<file path="src/rtl/dmap_pkg.sv">
package dmap_pkg;

    localparam int BYTE_W = 8;
    localparam int WORD_W = 2 * BYTE_W;

    typedef enum logic [2:0] {
        ST_IDLE,
        ST_FILL,
        ST_DRAIN,
        ST_REQ,
        ST_BUS
    } dma_state_e;

    typedef struct packed {
        logic [BYTE_W-1:0] hi;
        logic [BYTE_W-1:0] lo;
    } word_pair_t;

    function automatic word_pair_t put_byte(word_pair_t w, logic sel_lo,
                                            logic [BYTE_W-1:0] b);
        word_pair_t r;
        r = w;
        if (sel_lo) r.lo = b;
        else        r.hi = b;
        return r;
    endfunction

    function automatic logic [BYTE_W-1:0] get_byte(word_pair_t w, logic sel_lo);
        return sel_lo ? w.lo : w.hi;
    endfunction

endpackage

</file>
<file path="src/rtl/dmap_addr_ctr.sv">
module dmap_addr_ctr #(
    parameter int AW = 23
) (
    input  logic          clk,
    input  logic          rst,
    input  logic          load,
    input  logic [AW-1:0] load_val,
    input  logic          step,
    output logic [AW-1:0] q
);
    always_ff @(posedge clk) begin
        if (rst)       q <= '0;
        else if (load) q <= load_val;
        else if (step) q <= q + AW'(1);
    end
endmodule

</file>
<file path="src/rtl/dmap_cycle_timer.sv">
module dmap_cycle_timer #(
    parameter int TMO = 64
) (
    input  logic clk,
    input  logic rst,
    input  logic clr,
    input  logic run,
    output logic expired
);
    localparam int CW = $clog2(TMO + 1);

    logic [CW-1:0] cnt;

    always_ff @(posedge clk) begin
        if (rst || clr) cnt <= '0;
        else if (run)   cnt <= cnt + CW'(1);
    end

    assign expired = run && (cnt == CW'(TMO - 1));
endmodule

</file>
<file path="src/rtl/dmap_level_port.sv">
module dmap_level_port #(
    parameter int NLVL = 6,
    parameter int LVL  = 3
) (
    input  logic            want,
    input  logic            own,
    input  logic [NLVL-1:0] bg_in,
    output logic [NLVL-1:0] req,
    output logic [NLVL-1:0] bg_out,
    output logic            grant_hit
);
    for (genvar i = 0; i < NLVL; i++) begin : g_lvl
        if (i == LVL) begin : g_mine
            assign req[i]    = want;
            assign bg_out[i] = bg_in[i] & ~(want | own);
        end else begin : g_other
            assign req[i]    = 1'b0;
            assign bg_out[i] = bg_in[i];
        end
    end

    assign grant_hit = want & bg_in[LVL];
endmodule

</file>
<file path="src/rtl/dma_pack_engine.sv">
module dma_pack_engine #(
    parameter int NLVL = 6,
    parameter int LVL  = 3,
    parameter int AW   = 23,
    parameter int TMO  = 64
) (
    input  logic            clk,
    input  logic            rst,
    input  logic            xfer_start,
    input  logic            xfer_stop,
    input  logic            dir_to_mem,
    input  logic            if_reset,
    input  logic            addr_load,
    input  logic [AW-1:0]   addr_wval,
    input  logic            inc_en,
    output logic [AW-1:0]   addr_q,
    output logic            busy,
    input  logic            in_valid,
    input  logic [7:0]      in_byte,
    output logic            in_ready,
    output logic            out_valid,
    output logic [7:0]      out_byte,
    input  logic            out_ready,
    output logic [NLVL-1:0] bus_req,
    input  logic [NLVL-1:0] bg_in,
    output logic [NLVL-1:0] bg_out,
    output logic            bus_gack,
    output logic            bus_strobe,
    output logic            bus_we,
    output logic [AW-1:0]   bus_addr,
    output logic [15:0]     bus_wdata,
    input  logic [15:0]     bus_rdata,
    input  logic            bus_dtack,
    output logic            nxm_err
);
    import dmap_pkg::*;

    dma_state_e state;
    word_pair_t wbuf;
    logic       dir_q;
    logic       half;
    logic       stop_pend;
    logic       nxm;
    logic       at_bus;
    logic       want;
    logic       grant_hit;
    logic       tmo_hit;
    logic       step;

    assign at_bus = (state == ST_BUS);
    assign want   = (state == ST_REQ);
    assign step   = at_bus && bus_dtack && inc_en;

    dmap_level_port #(.NLVL(NLVL), .LVL(LVL)) u_lvl (
        .want      (want),
        .own       (at_bus),
        .bg_in     (bg_in),
        .req       (bus_req),
        .bg_out    (bg_out),
        .grant_hit (grant_hit)
    );

    dmap_cycle_timer #(.TMO(TMO)) u_tmr (
        .clk     (clk),
        .rst     (rst),
        .clr     (!at_bus),
        .run     (at_bus && !bus_dtack),
        .expired (tmo_hit)
    );

    dmap_addr_ctr #(.AW(AW)) u_addr (
        .clk      (clk),
        .rst      (rst),
        .load     (addr_load && state == ST_IDLE),
        .load_val (addr_wval),
        .step     (step),
        .q        (addr_q)
    );

    always_ff @(posedge clk) begin
        if (rst) begin
            state     <= ST_IDLE;
            wbuf      <= '0;
            dir_q     <= 1'b0;
            half      <= 1'b0;
            stop_pend <= 1'b0;
            nxm       <= 1'b0;
        end else if (if_reset) begin
            state     <= ST_IDLE;
            half      <= 1'b0;
            stop_pend <= 1'b0;
            nxm       <= 1'b0;
        end else begin
            case (state)
                ST_IDLE: begin
                    half      <= 1'b0;
                    stop_pend <= 1'b0;
                    if (xfer_start && !nxm) begin
                        dir_q <= dir_to_mem;
                        state <= dir_to_mem ? ST_FILL : ST_REQ;
                    end
                end
                ST_FILL: begin
                    if (xfer_stop) begin
                        state <= ST_IDLE;
                    end else if (in_valid) begin
                        wbuf <= put_byte(wbuf, half, in_byte);
                        half <= ~half;
                        if (half) state <= ST_REQ;
                    end
                end
                ST_DRAIN: begin
                    if (xfer_stop) begin
                        state <= ST_IDLE;
                    end else if (out_ready) begin
                        half <= ~half;
                        if (half) state <= ST_REQ;
                    end
                end
                ST_REQ: begin
                    if (xfer_stop)      state <= ST_IDLE;
                    else if (grant_hit) state <= ST_BUS;
                end
                ST_BUS: begin
                    if (xfer_stop) stop_pend <= 1'b1;
                    if (bus_dtack) begin
                        if (!dir_q) wbuf <= word_pair_t'(bus_rdata);
                        half <= 1'b0;
                        if (stop_pend || xfer_stop) state <= ST_IDLE;
                        else state <= dir_q ? ST_FILL : ST_DRAIN;
                    end else if (tmo_hit) begin
                        nxm   <= 1'b1;
                        state <= ST_IDLE;
                    end
                end
                default: state <= ST_IDLE;
            endcase
        end
    end

    assign busy       = (state != ST_IDLE);
    assign in_ready   = (state == ST_FILL);
    assign out_valid  = (state == ST_DRAIN);
    assign out_byte   = get_byte(wbuf, half);
    assign bus_gack   = at_bus;
    assign bus_strobe = at_bus;
    assign bus_we     = dir_q;
    assign bus_addr   = addr_q;
    assign bus_wdata  = wbuf;
    assign nxm_err    = nxm;

endmodule

</file>
<file path="config.mk">
export PLATFORM = sky130hd
export DESIGN_NAME = dma_pack_engine
export DESIGN_NICKNAME = d
export VERILOG_FILES = /design/src/rtl/dmap_pkg.sv /design/src/rtl/dmap_addr_ctr.sv /design/src/rtl/dmap_cycle_timer.sv /design/src/rtl/dmap_level_port.sv /design/src/rtl/dma_pack_engine.sv
export SDC_FILE = /design/constraint.sdc
export NUM_CORES = 1
export LEC_CHECK = 0
export BUFFER_PORTS_ARGS = -buffer_cell sky130_fd_sc_hd__buf_2
export CORE_MARGIN = 1
export CORE_UTILIZATION = 35
export DETAILED_ROUTE_END_ITERATION = 8
export HOLD_SLACK_MARGIN = 0.1
export PLACE_DENSITY = 0.69
export SETUP_SLACK_MARGIN = 0.1
export SYNTH_ARGS = -nofsm -noshare
export SYNTH_HDL_FRONTEND = slang
export SYNTH_SLANG_ARGS = --single-unit
</file>
<file path="constraint.sdc">
create_clock -name clk -period 1.9 [get_ports clk]
set_input_delay 0.095 -clock clk [delete_from_list [all_inputs] [get_ports clk]]
set_output_delay 0.095 -clock clk [all_outputs]
set_load 0.03 [all_outputs]
</file>
==> results of run 1 <==
-- power groups by stage --
| stage | sequential, mW | clock, mW | combinational [mW] |
|---|---|---|---|
| 2_1_floorplan | 1.38 | 0 | 0.480 |
| 3_3_place_gp | 1.26 | 0 | 0.784 |
| 3_5_place_dp | 1.27 | 0 | 0.792 |
| 4_1_cts | 1.24 | 0.640 | 0.826 |
| 5_1_grt | 1.26 | 0.675 | 0.906 |
| 6_report | 1.25 | 0.610 | 0.848 |
-- per-stage QoR --
step                cell area, um^2   util
floorplan                      3200      -
global placement               3870  0.443
detailed placement             3870  0.443
CTS                            4160  0.477
global route                   4270  0.489
finish                         4270  0.489
-- final cells by class --
type	instances	area, um^2
repair buffers	187	1150
clock buffers	6	72.6
clock inverters	2	10.0
well taps	108	135
fillers	857	4460
flip-flops and latches	53	1070
multi-input cells	281	1790
inverters	10	42.5
-- critical path: cells and delay by family (launching register included) --
family	cells	cell delay, ps
simple gates	4	1250
flops	1	330
compound gates	1	130
buf+inv	1	70
-- cell usage after synthesis (all sizes together) (7+ instances only) --
cell and number:
inv 9, buf 39, or3 8, nor2 50
and2 9, a21oi 31, nor3 7, nand4 12
nand2 24, nand3 15, a211oi 27, mux2 8
clkbuf 17, xor2 9, dfxtp 53, a31oi 10
-- cell families after synthesis --
| group | Yosys count | share of synthesized area |
|---|---|---|
| AOI/OAI and AO/OA | 94 | 0.193 |
| xor gates and xnor gates | 14 | 0.0391 |
| adders and majority gates | 2 | 0.00797 |
| buffers and inverters | 66 | 0.125 |
| DFF | 53 | 0.338 |
| muxes | 13 | 0.0446 |
| other | 1 | 0.00119 |
| and+or+nand+nor | 153 | 0.251 |
-- registers in the layout, summed over array words and instances (netlist names) --
name       count
bus_wdata     16
bus_we         1
half           1
nxm_err        1
state          3
stop_pend      1
u_addr.q      23
u_tmr.cnt      7
-- layer usage --
metal,wire (um),track usage
met1,3970,0.229
met2,4420,0.321
met3,473,0.0289
met5,0,0
met4,62,0.0379
-- worst max-delay path by stage --
stage,from,to,slack (ps),cells after the start
after floorplan,state[1],u_addr.q[6],40,7
after global placement,state[1],u_addr.q[12],80,6
after detailed placement,state[1],u_addr.q[11],50,6
after CTS,state[1],u_addr.q[12],50,6
after global routing,state[1],u_addr.q[12],-7,6
final,state[1],u_addr.q[12],40,6
-- repair_timing --
action | in CTS | in global routing
gates cloned | 0 | 1
setup buffers | 0 | 5
gates resized for setup | 5 | 12
endpoints found under the hold margin | 18 | 0
hold buffers | 18 | 0
endpoints found under the setup margin | 7 | 32
pin swaps | 0 | 2
==> impl_metrics.env, run 1 <==
export IMPL_post_synthesis_cell_count=396
export IMPL_synth_distinct_cells=50
export IMPL_rsz0062_at_grt="yes"
export IMPL_worst_setup_path_start_kind="flip-flop"
export IMPL_run_status="finished clean"
export IMPL_drt_first_pass_iters=4
export IMPL_fin_crit_ps=1860
export IMPL_grt_max_degree=33
export IMPL_yosys_warnings=0
export IMPL_ys_seq_elements=53
export IMPL_netlist_area_leader_share=0.338
export IMPL_hold_slack_ps=119
export IMPL_number_of_synthesized_flops_with_an_enable_pin=0
export IMPL_seqPwrFrac=0.461
export IMPL_numClockSinks=53
export IMPL_grt_first_pass_wirelength_um=14100
export IMPL_crit_reg2reg_capture="u_addr.q[12]"
export IMPL_area_delta_synth_final_pct=35.9
export IMPL_drc=0
export IMPL_number_of_antenna_violations_at_the_first_check_in_global_routing=0
export IMPL_pwr_density_cell_nw_per_um2=634
export IMPL_ratio_of_cells_with_drive_above_1_in_the_final_layout=0.391
export IMPL_postSynthAreaPerCell_um2=7.93
export IMPL_worstSetupPathType="reg -> reg"
export IMPL_crit_arrival_ps=2080
export IMPL_finalHoldViolCount=0
export IMPL_finalClockSkew_ps=4.32
export IMPL_detailedRoute_firstIterationViolations=107
export IMPL_maxCapViolations=0
export IMPL_gpl_final_weighted_congestion=0.848
export IMPL_synth_top_cells_by_area="sky130_fd_sc_hd__dfxtp_1, sky130_fd_sc_hd__buf_4, sky130_fd_sc_hd__a211oi_1"
export IMPL_layoutNonFillerInstCount=647
export IMPL_r2r_start="state[1]"
export IMPL_place_inst=615
export IMPL_postLayoutSetupSlackWorst_ps=44.9
export IMPL_static_power_due_to_leakage_nw=1.92
export IMPL_finish_net_count=604
export IMPL_row_count=34
export IMPL_numCtsBuffers=5
export IMPL_die_area_um2=9350
export IMPL_critical_path_cell_chain="or3b_4, clkinv_4, nand3_4, or4_4, or3_1, a31oi_1"
export IMPL_post_route_clock_period_utilization=0.976
export IMPL_hold_crit_endpoint="u_addr.q[14]"
export IMPL_post_synth_instance_area_um2=3140
export IMPL_design_power_total_mw=2.70
export IMPL_power_clock_fraction=0.226
export IMPL_cts_htree_levels=2
export IMPL_worst_path_max_fanout=5
export IMPL_timing_hold_worst_start="addr_wval[14]"
export IMPL_grt_pass1_vias=2982
export IMPL_chipWidth_um=96.7
export IMPL_mostFrequentLayoutCell="sky130_fd_sc_hd__buf_2"
export IMPL_slowest_stage="sky130_fd_sc_hd__or4_4"
export IMPL_setup_viol_count_final=0
export IMPL_worst_setup_path_end_kind="flip-flop"
export IMPL_final_max_slew_viol_count=0
export IMPL_tritoncts_clock_tree="done"
export IMPL_cts_root_buffer_cell="sky130_fd_sc_hd__clkbuf_8"
export IMPL_max_clock_freq_mhz=539
export IMPL_worstSkewPairLatency_ps=300
export IMPL_p_int_mw=1.75
export IMPL_async_set_or_reset_register_ratio_after_synthesis=0
export IMPL_placement_io_buffers=137
export IMPL_floorplan_initialDensity=0.360
export IMPL_ant_nets=0
export IMPL_vdd_ir_drop_max_mv=0.297
export IMPL_required_time_of_the_critical_path_ps=2130
export IMPL_die_y_um=96.7
export IMPL_p_sw_mw=0.949
export IMPL_hold_class="in -> reg"
export IMPL_max_slew_headroom=0.533
export IMPL_final_cell_mix="sky130_fd_sc_hd__buf_2, sky130_fd_sc_hd__nor2_1, sky130_fd_sc_hd__dfxtp_1, sky130_fd_sc_hd__a21oi_1"
export IMPL_overflow=0
export IMPL_setup_total_negative_slack_ps=0
export IMPL_internal_reg_to_reg_setup_slack_ps=40
export IMPL_detail_route_wirelength_um=8920
export IMPL_worstRegToRegCells=6
export IMPL_post_drt_wl_per_cell_um=13.8
export IMPL_critPathMaxStageDelay_ps=450
export IMPL_power_switching_share=0.351
export IMPL_io_pins=153
export IMPL_vias=3334
export IMPL_synth_seq_area_share=0.338
export IMPL_power_frac_comb=0.314
export IMPL_worst_slew_pin_slew_ps=696
export IMPL_ys_dominant_reg_cell="sky130_fd_sc_hd__dfxtp_1"
export IMPL_core_area_um2=8720
export IMPL_grt_use_total=0.181
export IMPL_insertedDiodeCount=0
export IMPL_reg_clk_slew_reported_paths_ps=90
export IMPL_route_detailed_vias_per_inst=5.15
export IMPL_pre_cts_ws_ps=52.4
export IMPL_hold_depth=3
export IMPL_maximum_root_to_sink_buffer_count=2
export IMPL_synth_largest_area_cell="sky130_fd_sc_hd__dfxtp_1"
export IMPL_dp_hpwl_um=6600
No activity file was read; power rests on OpenSTA's default activity.
==> inputs of run 2 (changes only) <==
clock period = 1.55 ns   (was 1.9 ns; I/O delays follow)
==> impl_metrics.env, run 2 (synthesized netlist as in run 1, its figures left out) <==
export IMPL_worst_slew_pin_slew_ps=556
export IMPL_critical_path_cell_chain="or3b_4, clkinv_4, nand3_4, or3_4, buf_6, xor2_1, a211oi_1"
export IMPL_power_frac_comb=0.364
export IMPL_hold_class="in -> reg"
export IMPL_drt_first_pass_iters=5
export IMPL_critPathMaxStageDelay_ps=410
export IMPL_vdd_ir_drop_max_mv=0.425
export IMPL_slowest_stage="sky130_fd_sc_hd__or3b_4"
export IMPL_ant_nets=0
export IMPL_worst_setup_path_end_kind="flip-flop"
export IMPL_worstSetupPathType="reg -> reg"
export IMPL_detailed_place_area_um2=4140
export IMPL_numClockSinks=53
export IMPL_p_sw_mw=1.32
export IMPL_floorplan_initialDensity=0.360
export IMPL_pre_cts_ws_ps=-288
export IMPL_worstSkewPairLatency_ps=310
export IMPL_ratio_of_cells_with_drive_above_1_in_the_final_layout=0.592
export IMPL_static_power_due_to_leakage_nw=2.50
export IMPL_vias=3826
export IMPL_seqPwrFrac=0.393
export IMPL_mostFrequentLayoutCell="sky130_fd_sc_hd__buf_2"
export IMPL_grt_max_degree=25
export IMPL_worst_setup_path_start_kind="flip-flop"
export IMPL_setup_viol_count_final=55
export IMPL_overflow=0
export IMPL_placement_io_buffers=137
export IMPL_finalClockSkew_ps=8.90
export IMPL_insertedDiodeCount=0
export IMPL_row_count=34
export IMPL_grt_pass1_vias=3636
export IMPL_detailedRoute_firstIterationViolations=178
export IMPL_area_delta_synth_final_pct=76.3
export IMPL_largest_register="u_addr.q"
export IMPL_finalHoldViolCount=0
export IMPL_rsz0062_at_grt="yes"
export IMPL_grt_use_total=0.224
export IMPL_max_slew_headroom=0.629
export IMPL_cts_root_buffer_cell="sky130_fd_sc_hd__clkbuf_8"
export IMPL_die_area_um2=9350
export IMPL_die_y_um=96.7
export IMPL_post_route_clock_period_utilization=1.21
export IMPL_postLayoutSetupSlackWorst_ps=-327
export IMPL_setup_total_negative_slack_ps=-9340
export IMPL_core_area_um2=8720
export IMPL_io_pins=153
export IMPL_fin_crit_ps=1880
export IMPL_largest_register_ffs=23
export IMPL_dp_hpwl_um=7050
export IMPL_finish_net_count=686
export IMPL_gpl_final_weighted_congestion=0.839
export IMPL_crit_arrival_ps=2090
export IMPL_power_switching_share=0.345
export IMPL_failed_checks="negative setup slack"
export IMPL_route_detailed_vias_per_inst=5.26
export IMPL_maxCapViolations=0
export IMPL_pwr_density_cell_nw_per_um2=692
export IMPL_final_cell_mix="sky130_fd_sc_hd__buf_2, sky130_fd_sc_hd__buf_4, sky130_fd_sc_hd__dfxtp_1, sky130_fd_sc_hd__nor2_1, sky130_fd_sc_hd__dlygate4sd3_1"
export IMPL_drc=0
export IMPL_worst_path_max_fanout=4
export IMPL_tritoncts_clock_tree="done"
export IMPL_run_status="finished with violations"
export IMPL_power_clock_fraction=0.244
export IMPL_detail_route_wirelength_um=11700
export IMPL_cts_htree_levels=2
export IMPL_grt_first_pass_wirelength_um=17200
export IMPL_p_int_mw=2.51
export IMPL_final_max_slew_viol_count=0
export IMPL_chipWidth_um=96.7
export IMPL_finalInstanceArea_um2=5540
export IMPL_required_time_of_the_critical_path_ps=1770
export IMPL_numCtsBuffers=5
export IMPL_maximum_root_to_sink_buffer_count=2
export IMPL_number_of_antenna_violations_at_the_first_check_in_global_routing=0
export IMPL_post_drt_wl_per_cell_um=16.1
export IMPL_reg_clk_slew_reported_paths_ps=100
export IMPL_max_clock_freq_mhz=533
==> run 2: cell types whose count changed in the layout (fill, tap and decap cells not counted), moves of 7 or more <==
cell | before | now
sky130_fd_sc_hd__a211oi_2 | 0 | 17
sky130_fd_sc_hd__a211oi_1 | 27 | 10
sky130_fd_sc_hd__buf_6 | 3 | 26
sky130_fd_sc_hd__a21oi_1 | 31 | 13
sky130_fd_sc_hd__buf_2 | 137 | 130
sky130_fd_sc_hd__a21oi_2 | 0 | 18
sky130_fd_sc_hd__dlygate4sd3_1 | 18 | 28
sky130_fd_sc_hd__nor2_1 | 49 | 29
sky130_fd_sc_hd__nor2_2 | 1 | 17
sky130_fd_sc_hd__buf_4 | 27 | 70
sky130_fd_sc_hd__buf_12 | 1 | 9
==> run 2: power by group through the flow <==
| stage | Clock [mW] | Combinational, mW | Sequential, mW |
|---|---|---|---|
| final | 0.935 | 1.39 | 1.50 |
| after global routing | 0.990 | 1.48 | 1.51 |
| after CTS | 0.950 | 1.25 | 1.50 |
| after detailed placement | 0 | 1.08 | 1.52 |
| after global placement | 0 | 1.06 | 1.52 |
| after floorplan | 0 | 0.595 | 1.69 |
==> run 2: path summary, 6_finish.rpt <==
path	from	endpoint	slack (ps)	cells after the start
max	state[1]	u_addr.q[4]	-330	7
min	bus_rdata[6]	bus_wdata[6]	100	3
max reg2reg	state[1]	u_addr.q[4]	-330	7
min reg2reg	bus_wdata[14]	bus_wdata[14]	530	2
==> run 2: routing by layer <==
layer  part of all wire  global-route usage  up-vias
met3              0.051              0.0361       21
met5                  0                   0        -
met2               0.52               0.398      151
li1                   -                   -     1835
met4              0.021              0.0804        0
met1               0.40               0.270     1819
==> run 2: what timing repair did <==
action	4_1_cts	5_1_grt
hold endpoints to repair	27	1
hold buffers	27	1
setup buffers	24	17
pin swaps	27	39
gates cloned	1	3
setup endpoints to repair	64	67
resized for setup	83	85
==> run 2: worst max-delay path, delay by kind of cell (launching register included) <==
kind | cells | cell delay, ps
compound gates | 1 | 220
xor+xnor | 1 | 140
buf+inv | 2 | 200
flops | 1 | 340
simple gates | 3 | 900
==> run 2: area by class of cell <==
cell class | count | area, um^2
clock inverter | 2 | 35.0
timing repair buffer | 269 | 2030
tap | 108 | 135
fill | 704 | 3190
inverter | 10 | 45.0
multi-input combinational | 281 | 2150
sequential | 53 | 1080
clock buffer | 5 | 68.8
==> run 2: through the flow <==
step                instances  utilization  hold WS (ps)  power, mW
CTS                       709        0.577           100       3.70
detailed placement        650        0.474           155       2.60
global placement          650        0.474           155       2.59
floorplan                 400            -           225       2.29
global route              728        0.635           124       3.98
finish                    728        0.635           102       3.83
